$ cat src/rtl/stpd_pkg.sv
package stpd_pkg;
    typedef enum logic [1:0] {
        ST_IDLE     = 2'd0,
        ST_HOLD     = 2'd1,
        ST_COUNT    = 2'd2,
        ST_RELEASED = 2'd3
    } stpd_state_e;
endpackage

$ cat src/rtl/stpd_cfg_reg.sv
module stpd_cfg_reg #(
    parameter int REG_W     = 8,
    parameter int FIELD_W   = 6,
    parameter int RESET_VAL = 13
) (
    input  logic               clk,
    input  logic               rst_n,
    input  logic               wr_en,
    input  logic [REG_W-1:0]   wr_data,
    output logic [REG_W-1:0]   rd_data,
    output logic [FIELD_W-1:0] field
);
    localparam int PAD_W = REG_W - FIELD_W;

    typedef struct packed {
        logic [FIELD_W-1:0] field;
    } cfg_t;

    cfg_t r_d, r_q;

    always_comb begin
        r_d = r_q;
        if (wr_en) r_d.field = wr_data[FIELD_W-1:0];
    end

    always_ff @(posedge clk or negedge rst_n) begin
        if (!rst_n) r_q.field <= FIELD_W'(RESET_VAL);
        else        r_q <= r_d;
    end

    assign field   = r_q.field;
    assign rd_data = {{PAD_W{1'b0}}, r_q.field};

    // a write lands in the field by the next cycle
    a_r2_write_lands: assert property (@(posedge clk) disable iff (!rst_n)
        wr_en |=> (rd_data[FIELD_W-1:0] == $past(wr_data[FIELD_W-1:0])));
endmodule

$ cat src/rtl/stpd_tick_gen.sv
module stpd_tick_gen #(
    parameter int TICK_CLKS = 128
) (
    input  logic clk,
    input  logic rst_n,
    input  logic run,
    output logic tick
);
    localparam int CNT_W = (TICK_CLKS > 1) ? $clog2(TICK_CLKS) : 1;

    typedef struct packed {
        logic [CNT_W-1:0] cnt;
    } tg_t;

    tg_t t_d, t_q;

    always_comb begin
        t_d  = t_q;
        tick = 1'b0;
        if (!run) begin
            t_d.cnt = '0;
        end else if (t_q.cnt == CNT_W'(TICK_CLKS - 1)) begin
            tick    = 1'b1;
            t_d.cnt = '0;
        end else begin
            t_d.cnt = t_q.cnt + 1'b1;
        end
    end

    always_ff @(posedge clk or negedge rst_n) begin
        if (!rst_n) t_q <= '0;
        else        t_q <= t_d;
    end

    generate
        if (TICK_CLKS > 1) begin : g_spacing
            // ticks are never back to back when the period exceeds one cycle
            a_r4_tick_spacing: assert property (@(posedge clk) disable iff (!rst_n)
                tick |=> !tick);
        end
    endgenerate
endmodule

$ cat src/rtl/stpd_sequencer.sv
module stpd_sequencer
    import stpd_pkg::*;
#(
    parameter int FIELD_W   = 6,
    parameter int MIN_COUNT = 2
) (
    input  logic               clk,
    input  logic               rst_n,
    input  logic [FIELD_W-1:0] setting,
    input  logic               sleep,
    input  logic               req,
    input  logic               tick,
    output logic               run,
    output logic               stop_out
);
    typedef struct packed {
        stpd_state_e        st;
        logic [FIELD_W-1:0] cnt;
        logic [FIELD_W-1:0] limit;
    } seq_t;

    seq_t s_d, s_q;
    logic [FIELD_W-1:0] eff_limit;

    always_comb begin
        eff_limit = (setting < FIELD_W'(MIN_COUNT)) ? FIELD_W'(MIN_COUNT) : setting;
        s_d = s_q;
        if (!req) begin
            s_d.st  = ST_IDLE;
            s_d.cnt = '0;
        end else begin
            unique case (s_q.st)
                ST_IDLE, ST_HOLD: begin
                    s_d.cnt = '0;
                    if (!sleep) begin
                        s_d.st    = ST_COUNT;
                        s_d.limit = eff_limit;
                    end else begin
                        s_d.st = ST_HOLD;
                    end
                end
                ST_COUNT: begin
                    if (sleep) begin
                        s_d.st  = ST_HOLD;
                        s_d.cnt = '0;
                    end else if (tick) begin
                        if (s_q.cnt == s_q.limit - 1'b1) begin
                            s_d.st  = ST_RELEASED;
                            s_d.cnt = '0;
                        end else begin
                            s_d.cnt = s_q.cnt + 1'b1;
                        end
                    end
                end
                ST_RELEASED: begin
                    if (sleep) s_d.st = ST_HOLD;
                end
                default: s_d.st = ST_IDLE;
            endcase
        end
    end

    always_ff @(posedge clk or negedge rst_n) begin
        if (!rst_n) begin
            s_q.st    <= ST_IDLE;
            s_q.cnt   <= '0;
            s_q.limit <= FIELD_W'(MIN_COUNT);
        end else begin
            s_q <= s_d;
        end
    end

    assign run      = (s_q.st == ST_COUNT);
    assign stop_out = req && (s_q.st != ST_RELEASED);

    // sleep during a count returns to holding
    a_r6_sleep_aborts: assert property (@(posedge clk) disable iff (!rst_n)
        (req && s_q.st == ST_COUNT && sleep) |=> (s_q.st == ST_HOLD));
    // the latched limit does not move inside an interval
    a_r8_limit_frozen: assert property (@(posedge clk) disable iff (!rst_n)
        (s_q.st == ST_COUNT && $past(s_q.st == ST_COUNT)) |-> $stable(s_q.limit));
    // counts never run below the legal minimum
    a_r5_min_limit: assert property (@(posedge clk) disable iff (!rst_n)
        (s_q.st == ST_COUNT) |-> (s_q.limit >= FIELD_W'(MIN_COUNT)));
    // release is entered only from a count on a tick
    a_r4_release_on_tick: assert property (@(posedge clk) disable iff (!rst_n)
        (s_q.st == ST_RELEASED && $past(s_q.st != ST_RELEASED))
            |-> $past(tick && s_q.st == ST_COUNT));
endmodule

$ cat src/rtl/stpclk_release_delay.sv
module stpclk_release_delay #(
    parameter int REG_W     = 8,
    parameter int FIELD_W   = 6,
    parameter int RESET_VAL = 13,
    parameter int MIN_COUNT = 2,
    parameter int TICK_CLKS = 128
) (
    input  logic             clk,
    input  logic             rst_n,
    input  logic             cfg_wr_en,
    input  logic [REG_W-1:0] cfg_wr_data,
    output logic [REG_W-1:0] cfg_rd_data,
    input  logic             cpu_sleep,
    input  logic             stop_req,
    output logic             stop_clk
);
    logic [FIELD_W-1:0] setting;
    logic               run;
    logic               tick;

    stpd_cfg_reg #(.REG_W(REG_W), .FIELD_W(FIELD_W), .RESET_VAL(RESET_VAL)) u_cfg (
        .clk(clk), .rst_n(rst_n), .wr_en(cfg_wr_en), .wr_data(cfg_wr_data),
        .rd_data(cfg_rd_data), .field(setting)
    );

    stpd_tick_gen #(.TICK_CLKS(TICK_CLKS)) u_tick (
        .clk(clk), .rst_n(rst_n), .run(run), .tick(tick)
    );

    stpd_sequencer #(.FIELD_W(FIELD_W), .MIN_COUNT(MIN_COUNT)) u_seq (
        .clk(clk), .rst_n(rst_n), .setting(setting), .sleep(cpu_sleep),
        .req(stop_req), .tick(tick), .run(run), .stop_out(stop_clk)
    );

    // no stop-clock without a request
    a_r3_follows_req: assert property (@(posedge clk) disable iff (!rst_n)
        !stop_req |-> !stop_clk);
endmodule

$ cat config.mk
export PLATFORM = sky130hd
export DESIGN_NAME = stpclk_release_delay
export DESIGN_NICKNAME = d
export VERILOG_FILES = /design/src/rtl/stpd_pkg.sv /design/src/rtl/stpd_cfg_reg.sv /design/src/rtl/stpd_tick_gen.sv /design/src/rtl/stpd_sequencer.sv /design/src/rtl/stpclk_release_delay.sv
export SDC_FILE = /design/constraint.sdc
export NUM_CORES = 1
export LEC_CHECK = 0
export BUFFER_PORTS_ARGS = -buffer_cell sky130_fd_sc_hd__buf_4
export CAP_MARGIN = 20
export CORE_MARGIN = 2
export CORE_UTILIZATION = 52
export CTS_CLUSTER_SIZE = 8
export DETAILED_ROUTE_END_ITERATION = 10
export PLACE_DENSITY = 0.81
export SYNTH_ARGS = -nofsm -noshare
export SYNTH_HDL_FRONTEND = slang
export SYNTH_SLANG_ARGS = --single-unit
$ cat constraint.sdc
create_clock -name clk -period 5.4 [get_ports clk]
set_input_delay 0.54 -clock clk [delete_from_list [all_inputs] [get_ports clk]]
set_output_delay 0.54 -clock clk [all_outputs]
set_load 0.05 [all_outputs]
**After elaboration in Yosys (flattened, before gate mapping)**

Cells that the tools add are included.
Widths: inputs -> output; s select.

- Output and inout port bits: 9
- Flip-flop bits (word level): 27
- Bits in writable memories: 0
- Memories kept: 0
- Word-level logic and storage cells: 40
- Input bits: 13
- Memory bits (read-only): 0
- Latch bits: 0

- Shift operators: 0
- Equality and inequality tests: 10
- Bitwise operators: 1
- Add/subtract/negate cells: 3
- Muxes and demuxes: 14
- Magnitude comparators: 1
- Reduce and logical (&&, ||, !) cells: 6
- Multiply operators: 0
- Div/mod/pow operators: 0

Operators by type and width:

| kind | number |
|---|---|
| $mux 8 | 3 |
| $mux 7 | 2 |
| $mux 6 | 2 |
| $pmux 6 s2 | 1 |
| $add 7x1->7 const B | 1 |
| $eq 7x7->1 const B | 1 |
| $add 6x1->6 const B | 1 |
| $eq 6x6->1 | 1 |
| $lt 6x2->1 const B | 1 |
| $mux 2 | 3 |
| $pmux 2 s3 | 1 |
| $reduce_and 3->1 | 2 |
| $sub 6x1->6 const B | 1 |
| $eq 2x2->1 const B | 2 |
| $ne 4x3->1 const B | 1 |
| $ne 4x4->1 const B | 1 |
| $ne 3x1->1 const B | 1 |
| $ne 3x3->1 const B | 1 |
| $eq 2x1->1 const B | 1 |
| $logic_not 2->1 | 1 |
| $mux 1 | 2 |
| $ne 2x2->1 const B | 1 |
| $reduce_and 2->1 | 1 |
| $reduce_or 2->1 | 1 |
| other kinds (2) | 2 |

**Logic depth before layout (Yosys ltp)**

- Depth after elaboration: 7
- Gate-level depth with buffers: 7
- Depth with buffers taken out: 7

**Cells and area by module**

From an unflattened synthesis, not the netlist that was laid out.

- Cells, all modules: 142
- Area total of the unflattened synthesis: 1555.2 um^2

By module, submodules not included:

| module | area an instance (um^2) | cells an instance | times used | seq. area each (um^2) |
|---|---|---|---|---|
| stpd_sequencer | 925.9 | 89 | 1 | 351.6 |
| stpd_cfg_reg | 319.1 | 22 | 1 | 153.9 |
| stpd_tick_gen | 310.3 | 31 | 1 | 175.2 |

**Worst setup path before layout**

No wires, ideal clock.

- Path type: register to register
- From: register u_seq.s_q[0] (netlist name)
- To: register u_seq.s_q[10] (netlist name)
- Slack: 3136 ps
- Required time: 5274 ps
- Buffers on the path: 0
- Library setup time: 126 ps
- Period minus slack after synthesis: 2264 ps
- Cell stages (with the launch flop): 6
- Arrival time: 2138 ps
- Cell sequence: dfrtp_1 > or4_4 > or3_4 > a2111oi_4 > a21boi_2 > a221o_1

- Cells in the longest elaborated chain, start to end: 7

RTL lines:

| element | RTL line | text |
|---|---|---|
| from (decl) | stpd_sequencer.sv:22 | `seq_t s_d, s_q;` |
| $sub 6x1->6 | stpd_sequencer.sv:47 | `if (s_q.cnt == s_q.limit - 1'b1) begin` |
| $eq 6x6->1 | stpd_sequencer.sv:47 |  |
| $mux 6 | stpd_sequencer.sv:47 |  |
| $mux 8 | stpd_sequencer.sv:46 | `end else if (tick) begin` |
| $mux 8 | stpd_sequencer.sv:43 | `if (sleep) begin` |
| $pmux 6 s2 | stpd_sequencer.sv:32 | `unique case (s_q.st)` |
| $mux 8 | stpd_sequencer.sv:28 | `if (!req) begin` |

Every way passes these cells. The select of a mux whose other input is x is not followed.
A chain may end at the register's enable or synchronous reset.

**Worst setup path in the final report**

- From: register u_seq.s_q[2] (netlist name)
- To: register u_seq.s_q[9] (netlist name)

The elaborated chain is that of the path after synthesis.

==> impl_metrics.tcl <==
set metrics [dict create \
    synth_cells 131 \
    slowest_delay_ns 0.55 \
    diodes 0 \
    synth_edf_count 0 \
    fmax_ghz 0.405 \
    crit_fanout 7 \
    crit_path_end_kind "flop" \
    syn_to_final_growth_pct 12.5 \
    setup-tns-final_ns 0 \
    period_share 0.458 \
    syn_area_um2 1430 \
    final_antenna_net_count 0 \
    firstDrtPassIters 4 \
    post_drt_wl_per_cell_um 14.3 \
    post-dp-hpwl_um 2020 \
    grt_pass1_vias 1084 \
    regArea_um2 681 \
    portBuffers 17 \
    skew_ns 0.00972 \
    nNetsFinal 167 \
    worst_slack_ns 2.93 \
    hp-class "input pin to asynchronous set/reset pin" \
    final_area_um2 1610 \
    placed_cell_area_um2 1570 \
    fillers 216 \
    worstPathRequired_ns 5.62 \
    synthFlopType "dfrtp_1" \
    post-cts-setup-buffers 0 \
    crit_chain "or4_4 -> or3_4 -> a2111oi_4 -> a21boi_2 -> a221o_1" \
    vias_per_cell 5.86 \
    worst_setup_path_start_kind "flop" \
    clk_root_buffer_cell "clkbuf_4" \
    drive_above_1_share 0.300 \
    ctsResizeCount 0 \
    powerDensity_nw_per_um2 270 \
    slew_viol_final 0 \
    holdBufCountCts 0 \
    initial_core_util 0.560 \
    chipWidth_um 56.4 \
    multi_input_area_um2 712 \
    grt_antenna_before_repair 0 \
    gp_congestion 0.742 \
    pin_count 22 \
    crit_type "flop to flop" \
    die_height_um 56.4 \
    ys_seq_elements 27 \
    p_leak_nw 0.710 \
    wirelength_um 2570 \
    clkLatencyLatePin_ns 0.32 \
    ctsHtreeMaxLevel 1 \
    cts.sinks 27 \
    mostFrequentLayoutCells "dfrtp_1, buf_4, nor2_1" \
    grt_max_degree 28 \
    cts_buffers 3 \
    setup_viol 0 \
    vdd_drop_max_v 0.000195 \
    synth.avg_cell_area_um2 10.9 \
    crit_path_top_delay_cell "a2111oi_4" \
    drtIter0Drc 28 \
    worstMarginPinSlew_ns 0.529 \
    ys_seq_area_frac 0.477 \
    grt_setup_unrepaired "false" \
    grt_use_total 0.181 \
    std_cell_rows 18 \
    cp_data_arrival_time_ns 2.69 \
    hold_viol 0 \
    final_common_cell "dfrtp_1" \
    yosys_warnings 0 \
    cts_tree "yes" \
    maxCapViolCount 0 \
    overflow 0 \
    die_area_um2 3180 \
    yosys.cell_types.count 41 \
    hold_slack_ns 0.0955 \
    status "finished, final reports clean" \
    min_period_ns 2.47 \
    relSlewSlack 0.646 \
    clk_pin_slew_ns 0.14 \
    core_area_um2 2540 \
    async_flop_share 1.00 \
    dpl_worst_slack_ns 2.65 \
    p_total_uw 433 \
    drc_errors 0 \
    clock_path_buffers 2 \
    grt_pass1_wl_um 4600 \
    routed-via-count 1055 \
]
## sequential cells by signal (all words and copies together), names as in the netlist
signal       flops
u_cfg.field      6
u_tick.t_q       7
u_seq.s_q       14
## report_power, final
group / internal, mW / leakage (nW) / total (mW) / switching (mW)
sequential: 0.221 / 0.343 / 0.239 / 0.0185
clock: 0.0277 / 0.0177 / 0.0847 / 0.0570
combinational: 0.0463 / 0.349 / 0.109 / 0.0630
total: 0.295 / 0.710 / 0.433 / 0.138
## final cells by class
cell class	instances	share of cell area
Multi-Input combinational cell	97	0.443
Sequential cell	27	0.424
Timing Repair Buffer	18	0.0826
Tap cell	30	0.0234
Clock buffer	3	0.0140
Inverter	4	0.00935
Clock inverter	1	0.00312
## final timing paths
check,start,endpoint,slack [ns],cells past startpoint
min in group clk,cfg_wr_data[2],u_cfg.field[2]$_DFFE_PN1P_,0.44,2
worst min register to register,u_tick.t_q[0]$_DFF_PN0_,u_tick.t_q[0]$_DFF_PN0_,0.47,1
worst min-delay path,rst_n,u_seq.s_q[9]$_DFFE_PN0P_,0.1,1
max in group asynchronous,rst_n,u_seq.s_q[1]$_DFFE_PN1P_,5.01,1
worst max-delay path,u_seq.s_q[2]$_DFFE_PN0P_,u_seq.s_q[9]$_DFFE_PN0P_,2.93,5
worst max register to register,u_seq.s_q[2]$_DFFE_PN0P_,u_seq.s_q[9]$_DFFE_PN0P_,2.93,5
## synth_stat cells (2+ instances only)
cell type	number	share of area
a21oi_1	3	0.011
a221o_1	3	0.021
buf_4	2	0.011
clkbuf_1	2	0.0053
dfrtp_1	23	0.40
dfstp_2	4	0.074
ha_1	3	0.026
inv_1	4	0.011
mux2_2	10	0.079
nand2_1	6	0.016
nand2b_1	4	0.018
nand3_1	8	0.028
nor2_1	12	0.032
nor2b_1	3	0.013
nor3_1	4	0.014
o21ai_0	4	0.014
or2_2	3	0.013
xnor2_1	7	0.043
xor2_1	4	0.025
## per-layer routing
| metal | GRT usage | up-vias | part of all wire | routed length [um] |
|---|---|---|---|---|
| li1 | - | 506 | - | - |
| met1 | 0.213 | 520 | 0.43 | 1100 |
| met5 | 0 | - | 0 | 0 |
| met4 | 0.0544 | 0 | 0.0054 | 14 |
| met3 | 0.0323 | 2 | 0.035 | 89 |
| met2 | 0.334 | 27 | 0.53 | 1370 |
## critical path, delay by kind of cell (launching register included)
| kind | cells | cell delay, ns |
|---|---|---|
| flip-flops | 1 | 0.47 |
| AND/OR/NAND/NOR | 2 | 0.85 |
| AO/OA/AOI/OAI | 3 | 1.05 |
## cells by family (layout without fill, tap and decap cells)
group           count (synthesis)  count (layout)  synth area share
compound gates                 23              23             0.139
xor+xnor                       11              11            0.0675
fa+ha+maj                       3               3            0.0263
buf+inv                         8              26            0.0263
flops                          27              27             0.477
mux                            10              10            0.0789
other cells                     1               2           0.00263
simple gates                   48              48             0.182
## stage by stage
stage,cells,utilization
finish,180,0.631
global route,180,0.631
CTS,179,0.629
detailed placement,175,0.618
global placement,175,0.618
floorplan,132,-
Note: power is estimated with default switching activity, not from simulation.
